File: src/rtl/usb_ptest_pkg.sv
package usb_ptest_pkg;

  localparam int CODE_W = 4;
  localparam int CMD_W  = 3;

  typedef enum logic [CMD_W-1:0] {
    CMD_IDLE     = 3'd0,
    CMD_J        = 3'd1,
    CMD_K        = 3'd2,
    CMD_SE0_NAK  = 3'd3,
    CMD_PACKET   = 3'd4,
    CMD_FORCE_EN = 3'd5
  } line_cmd_e;

  // A nonzero code that names one of the five test modes
  function automatic logic code_is_mode(input logic [CODE_W-1:0] c);
    return (c >= CODE_W'(1)) && (c <= CODE_W'(5));
  endfunction

  // Modes that need a start pulse to the external logic
  function automatic logic code_needs_start(input logic [CODE_W-1:0] c);
    return (c == CODE_W'(4)) || (c == CODE_W'(5));
  endfunction

  function automatic line_cmd_e code_to_cmd(input logic [CODE_W-1:0] c);
    line_cmd_e r;
    case (c)
      CODE_W'(1): r = CMD_J;
      CODE_W'(2): r = CMD_K;
      CODE_W'(3): r = CMD_SE0_NAK;
      CODE_W'(4): r = CMD_PACKET;
      CODE_W'(5): r = CMD_FORCE_EN;
      default:    r = CMD_IDLE;
    endcase
    return r;
  endfunction

endpackage

File: src/rtl/ptest_gate.sv
module ptest_gate
  import usb_ptest_pkg::*;
#(
  parameter int NUM_PORTS = 4,
  parameter int ADDR_W    = $clog2(NUM_PORTS + 1)
) (
  input  logic                 wr_en,
  input  logic [ADDR_W-1:0]    wr_addr,
  input  logic [CODE_W-1:0]    wr_data,
  input  logic                 cfg_flag,
  input  logic [NUM_PORTS-1:0] port_owner,
  input  logic                 per_sched_en,
  input  logic                 async_sched_en,
  input  logic                 per_sched_busy,
  input  logic                 async_sched_busy,
  input  logic [NUM_PORTS-1:0] port_active,
  output logic [NUM_PORTS-1:0] port_load,
  output logic                 wr_reject,
  output logic                 err_clear
);

  logic sched_idle;
  logic addr_is_port;
  logic addr_is_err;
  logic exit_req;
  logic mode_ok;
  logic [NUM_PORTS-1:0] sel;
  logic [NUM_PORTS-1:0] owned;
  logic [NUM_PORTS-1:0] other_active;
  logic [NUM_PORTS-1:0] deny;

  assign sched_idle   = !(per_sched_en || async_sched_en || per_sched_busy || async_sched_busy);
  assign addr_is_port = wr_addr < ADDR_W'(NUM_PORTS);
  assign addr_is_err  = wr_addr == ADDR_W'(NUM_PORTS);
  assign exit_req     = wr_data == '0;
  assign mode_ok      = code_is_mode(wr_data);

  for (genvar g = 0; g < NUM_PORTS; g++) begin : g_port
    logic [NUM_PORTS-1:0] self_mask;
    assign self_mask       = NUM_PORTS'(1) << g;
    assign sel[g]          = wr_en && addr_is_port && (wr_addr == ADDR_W'(g));
    assign owned[g]        = cfg_flag && !port_owner[g];
    assign other_active[g] = |(port_active & ~self_mask);
    assign port_load[g]    = sel[g] && (exit_req ||
                             (mode_ok && owned[g] && sched_idle && !other_active[g]));
    assign deny[g]         = sel[g] && !port_load[g];
  end

  assign wr_reject = |deny;
  assign err_clear = wr_en && addr_is_err && wr_data[0];

endmodule

File: src/rtl/ptest_port.sv
module ptest_port
  import usb_ptest_pkg::*;
(
  input  logic              clk,
  input  logic              rst_n,
  input  logic              load,
  input  logic [CODE_W-1:0] code,
  input  logic              force_exit,
  output logic [CMD_W-1:0]  cmd,
  output logic              active,
  output logic              start_pulse
);

  logic [CODE_W-1:0] field_q;
  logic              pulse_q;
  logic              enter_start;

  assign enter_start = load && !force_exit && code_needs_start(code) && (code != field_q);

  always_ff @(posedge clk or negedge rst_n) begin
    if (!rst_n) begin
      field_q <= '0;
      pulse_q <= 1'b0;
    end else begin
      pulse_q <= enter_start;
      if (force_exit)
        field_q <= '0;
      else if (load)
        field_q <= code;
    end
  end

  assign cmd         = code_to_cmd(field_q);
  assign active      = field_q != '0;
  assign start_pulse = pulse_q;


  force_exit_chk: assert property (@(posedge clk) disable iff (!rst_n)
    force_exit |=> !active);


  pulse_mode_chk: assert property (@(posedge clk) disable iff (!rst_n)
    start_pulse |-> (cmd == CMD_PACKET || cmd == CMD_FORCE_EN));


  pulse_single_chk: assert property (@(posedge clk) disable iff (!rst_n)
    start_pulse |=> !start_pulse || $past(load));

endmodule

File: src/rtl/ptest_err.sv
module ptest_err (
  input  logic clk,
  input  logic rst_n,
  input  logic set,
  input  logic clear,
  output logic err
);

  logic err_q;

  always_ff @(posedge clk or negedge rst_n) begin
    if (!rst_n)
      err_q <= 1'b0;
    else if (set)
      err_q <= 1'b1;
    else if (clear)
      err_q <= 1'b0;
  end

  assign err = err_q;


  err_sticky_chk: assert property (@(posedge clk) disable iff (!rst_n)
    (err && !clear) |=> err);

endmodule

File: src/rtl/usb_port_test_ctrl.sv
module usb_port_test_ctrl
  import usb_ptest_pkg::*;
#(
  parameter int NUM_PORTS = 4,
  localparam int ADDR_W   = $clog2(NUM_PORTS + 1)
) (
  input  logic                       clk,
  input  logic                       rst_n,
  input  logic                       wr_en,
  input  logic [ADDR_W-1:0]          wr_addr,
  input  logic [CODE_W-1:0]          wr_data,
  input  logic                       cfg_flag,
  input  logic [NUM_PORTS-1:0]       port_owner,
  input  logic                       per_sched_en,
  input  logic                       async_sched_en,
  input  logic                       per_sched_busy,
  input  logic                       async_sched_busy,
  output logic [CMD_W*NUM_PORTS-1:0] drive_cmd,
  output logic [NUM_PORTS-1:0]       test_active,
  output logic [NUM_PORTS-1:0]       start_pulse,
  output logic                       test_err
);

  logic [NUM_PORTS-1:0] port_load;
  logic [NUM_PORTS-1:0] force_exit;
  logic                 wr_reject;
  logic                 err_clear;

  ptest_gate #(.NUM_PORTS(NUM_PORTS), .ADDR_W(ADDR_W)) u_gate (
    .wr_en           (wr_en),
    .wr_addr         (wr_addr),
    .wr_data         (wr_data),
    .cfg_flag        (cfg_flag),
    .port_owner      (port_owner),
    .per_sched_en    (per_sched_en),
    .async_sched_en  (async_sched_en),
    .per_sched_busy  (per_sched_busy),
    .async_sched_busy(async_sched_busy),
    .port_active     (test_active),
    .port_load       (port_load),
    .wr_reject       (wr_reject),
    .err_clear       (err_clear)
  );

  for (genvar g = 0; g < NUM_PORTS; g++) begin : g_port
    assign force_exit[g] = test_active[g] && (!cfg_flag || port_owner[g]);

    ptest_port u_port (
      .clk        (clk),
      .rst_n      (rst_n),
      .load       (port_load[g]),
      .code       (wr_data),
      .force_exit (force_exit[g]),
      .cmd        (drive_cmd[CMD_W*g +: CMD_W]),
      .active     (test_active[g]),
      .start_pulse(start_pulse[g])
    );


    enter_owned_chk: assert property (@(posedge clk) disable iff (!rst_n)
      $rose(test_active[g]) |-> $past(cfg_flag && !port_owner[g]));


    enter_idle_chk: assert property (@(posedge clk) disable iff (!rst_n)
      $rose(test_active[g]) |-> $past(!per_sched_en && !async_sched_en &&
                                      !per_sched_busy && !async_sched_busy));


    reserved_stable_chk: assert property (@(posedge clk) disable iff (!rst_n)
      (wr_en && wr_addr == ADDR_W'(g) && wr_data > CODE_W'(5) && !force_exit[g])
        |=> $stable(drive_cmd[CMD_W*g +: CMD_W]));


    exit_write_chk: assert property (@(posedge clk) disable iff (!rst_n)
      (wr_en && wr_addr == ADDR_W'(g) && wr_data == '0) |=> !test_active[g]);
  end

  ptest_err u_err (
    .clk  (clk),
    .rst_n(rst_n),
    .set  (wr_reject),
    .clear(err_clear),
    .err  (test_err)
  );


  one_active_chk: assert property (@(posedge clk) disable iff (!rst_n)
    $onehot0(test_active));


  reserved_err_chk: assert property (@(posedge clk) disable iff (!rst_n)
    (wr_en && wr_addr < ADDR_W'(NUM_PORTS) && wr_data > CODE_W'(5)) |=> test_err);

endmodule

File: config.mk
export PLATFORM = sky130hd
export DESIGN_NAME = usb_port_test_ctrl
export DESIGN_NICKNAME = d
export VERILOG_FILES = /design/src/rtl/usb_ptest_pkg.sv /design/src/rtl/ptest_gate.sv /design/src/rtl/ptest_port.sv /design/src/rtl/ptest_err.sv /design/src/rtl/usb_port_test_ctrl.sv
export SDC_FILE = /design/constraint.sdc
export NUM_CORES = 1
export LEC_CHECK = 0
export CAP_MARGIN = 20
export CORE_AREA = 2 2 64 66
export CTS_CLUSTER_DIAMETER = 40
export CTS_CLUSTER_SIZE = 8
export DETAILED_ROUTE_END_ITERATION = 16
export DIE_AREA = 0 0 66 68
export PLACE_DENSITY = 0.66
export SLEW_MARGIN = 20
export SYNTH_ARGS = -nofsm -noshare
export SYNTH_HDL_FRONTEND = slang
export SYNTH_SLANG_ARGS = --single-unit
File: constraint.sdc
create_clock -name clk -period 2.12 [get_ports clk]
set_input_delay 0.53 -clock clk [delete_from_list [all_inputs] [get_ports clk]]
set_output_delay 0.53 -clock clk [all_outputs]
set_load 0.02 [all_outputs]
==> impl_results.md <==
* Post-synthesis cell type count at 40
* Worst endpoint required time at approximately 2.3 ns
* Crit path DAT at between 2 and 2.5 ns
* Clock sink total at 21
* Peak supply drop at 250 uV
* Max-Cap Viols at 0
* Layout cells sized above 1 at about 28%
* Hold/Removal Path Class: flip-flop to flip-flop
* DR vias/cell at 5.08
* Htree depth at 1
* Final GP Congestion at between 0.9 and 1
* IO Count at 40
* Synth area leaders: dfrtp_1 36%, nand2_1 6.2%, nor4_4 5.9%, nor2_1 4.9%, buf_4 4.6%
* Initial antenna violation count at 0
* DR iter-0 viols at between 100 and 150
* Post-synth top cells: 24 x nand2_1, 21 x dfrtp_1, 19 x nor2_1
* Static Leak at ~0.0011 uW
* Detail Placement HPWL at ~3000 um
* RSZ-0062 raised after global routing: no
* Final period utilization at 96.8%
* Post-route cell area at approximately 2200 um2
* CTS tree: built
* Global route overflow at 0
* Fill cells at around 380
* Clock Skew at between 0.002 and 0.0025 ns
* Total power at around 930 uW
* Largest net degree at the start of global routing at 22
* Outcome: complete, no violations
* Syn Nets at 185
* Hold Vio Cnt, Final at 0
* Power Dens Cells at between 400 and 500 nW/um2
* DR top layer: met4
* Register bit total from synthesis at 21
* Die Y at just under 70 um
* Most common cell in the netlist: nand2_1
* Latest clock arrival within the worst-skew pair at 0.26 ns
* Mapped Area at 1450 um2
* CP endpoint kind: flip-flop
* Initial cell density of the core at a little under two fifths
* Post-place instance area at 2120 um2
* Yosys Warn Count at 0
* Dominant cell type by area after synthesis: dfrtp_1
* Initial DRT Pass Iterations at 4
* Synth top area share at between 30% and 40%
* Max Freq at approximately 490 MHz
* First-pass GRT wire length at between 6000 and 7000 um
* Main synth FF type: dfrtp_1
* Total track usage at roughly 18%
* WL final at between 3000 and 4000 um
* Seq/Total Area, Yosys at a little over a third
* Die area at between 4000 and 5000 um2
* Antenna Cells at 0
* Worst setup SP type: primary input
* Die width at 66 um
* Setup-failing EPs final at 0
* Place WS at -0.479 ns
* Worst slew pin tran at ~0.48 ns
* Crit path time final at just over 2 ns
* Headroom to the max-slew limit at about 70%
* Syn_area_per_cell at 8.76 um2
* Worst-path clk slew at about 0.080 ns
* Met2 Wirelength at 1910 um
* Number of port buffers at 39
* Antenna viol nets, final at 0
* DRC viols at 0
* Crit path max fanout at 5
* Fin nets at 260
* Vias at ~1500
* Area grow syn2layout at 52.8%
* Metal3 WL at ~250 um
* Register area at roughly 530 um2
* Clk root buf: clkbuf_8
* CTS Buf Count at 3
* Post-synth EDFFs at 0
* Setup CP Type: primary input to flip-flop
* Post-Synthesis Cells at 166
* Multi-input logic area at between 800 and 900 um2
* Vias in the first global route at between 1000 and 1500
* # rows at 23
* M1 WL at about 1600 um
* Final WS setup at 0.0684 ns
* Hold-fix buffer count after cts at 0
* Clock buffer depth at 2
* Drt wl/cell at 13.2 um
* CORE AREA at slightly below 4000 um2
* Pins Over Slew Limit at 0
* Async SR Flop Fraction at 100%
-- cell usage in the layout (no fill, tap or decap), types with 2 or more instances in the layout --
master / Yosys / routed
nand3_1: 5 / 5
a211oi_1: 4 / 4
a21oi_4: 1 / 2
nand2_1: 24 / 24
nor3b_1: 6 / 6
dlymetal6s2s_1: 0 / 5
buf_4: 9 / 43
a22oi_1: 3 / 3
mux2i_1: 3 / 3
nor4_4: 4 / 4
clkdlybuf4s50_1: 0 / 16
clkdlybuf4s15_1: 0 / 2
nand3b_1: 2 / 2
nor4_1: 5 / 3
nor3_1: 4 / 4
or4_4: 2 / 3
xor2_1: 4 / 4
nor2b_1: 4 / 3
xnor2_1: 2 / 2
nand4_1: 6 / 6
nand2b_1: 3 / 3
inv_1: 9 / 9
dlygate4sd2_1: 0 / 15
nor4_2: 0 / 2
and3_1: 3 / 3
nor2_1: 19 / 19
clkbuf_8: 0 / 3
o21ai_0: 5 / 4
dfrtp_1: 21 / 20
-- metrics by stage --
| step | hold slack, ns | TNS [ns] | utilization, % | std cells |
|---|---|---|---|---|
| 6_report | 0.567 | 0 | 57.6 | 290 |
| 5_1_grt | 0.603 | 0 | 57.6 | 290 |
| 4_1_cts | 0.578 | 0 | 56.4 | 287 |
| 3_5_place_dp | 0.556 | -6.72 | 55.0 | 282 |
| 3_3_place_gp | 0.544 | -6.38 | 55.0 | 282 |
| 2_1_floorplan | 0.234 | 0 | - | 166 |
-- sequential cells by signal, summed over array words and instances, names as in the netlist --
signal / count
u_err.err: 1
g_port.u_port.field_q: 16
g_port.u_port.start_pulse: 4
-- final timing paths --
path	start	end	slack, ns	cells past startpoint
setup / recovery	per_sched_en	g_port[3].u_port.start_pulse$_DFF_PN0_	0.07	5
hold / removal	u_err.err$_DFFE_PN0P_	u_err.err$_DFFE_PN0P_	0.57	2
setup reg to reg	g_port[1].u_port.field_q[0]$_DFFE_PN0P_	g_port[3].u_port.start_pulse$_DFF_PN0_	0.10	6
max in group asynchronous	rst_n	g_port[1].u_port.field_q[0]$_DFFE_PN0P_	1.26	2
hold reg to reg	u_err.err$_DFFE_PN0P_	u_err.err$_DFFE_PN0P_	0.57	2
min in group asynchronous	rst_n	g_port[3].u_port.field_q[3]$_DFFE_PN0P_	0.62	2
-- logic make-up (layout without fill, tap and decap cells) --
family                    Yosys count  after routing  share of synthesized area (%)
AOI/OAI and AO/OA                  20             20                           10.2
buffers and inverters              21             95                           7.83
xor gates and xnor gates            6              6                           3.61
muxes                               3              3                           2.07
and+or+nand+nor                    95             95                           40.1
DFF                                21             21                           36.1
-- final cells by class --
type / instances / area share, %
multi-input combinational: 124 / 38.3
timing repair buffer: 82 / 31.6
sequential: 21 / 23.7
tap: 50 / 2.82
clock buffer: 3 / 1.86
inverter: 9 / 1.52
clock inverter: 1 / 0.225
-- worst max-delay path: stages --
cell             delay [ns]
clkdlybuf4s15_1        0.18
or4_4                  0.54
or4_4                  0.56
a21oi_4                0.21
nor4b_4                0.20
-- routing by layer --
| layer | track usage [%] | vias to the layer above |
|---|---|---|
| met3 | 2.14 | 6 |
| met4 | 6.38 | 0 |
| li1 | - | 731 |
| met1 | 22.1 | 689 |
| met2 | 33.5 | 46 |
| met5 | 0 | - |
-- power by group --
group | total (uW) | leakage [uW] | switching (uW) | internal (uW)
Clock | 263 | 0.0000255 | 132 | 131
Sequential | 420 | 0.000287 | 11.5 | 408
Combinational | 249 | 0.000800 | 120 | 129
Total | 932 | 0.00111 | 264 | 668
-- what timing repair did --
action / CTS / global route
setup buffers: 1 / 3
endpoints found under the setup margin: 25 / 19
gates resized for setup: 24 / 13
pin swaps: 6 / 5
No activity file was read; power rests on OpenSTA's default activity.
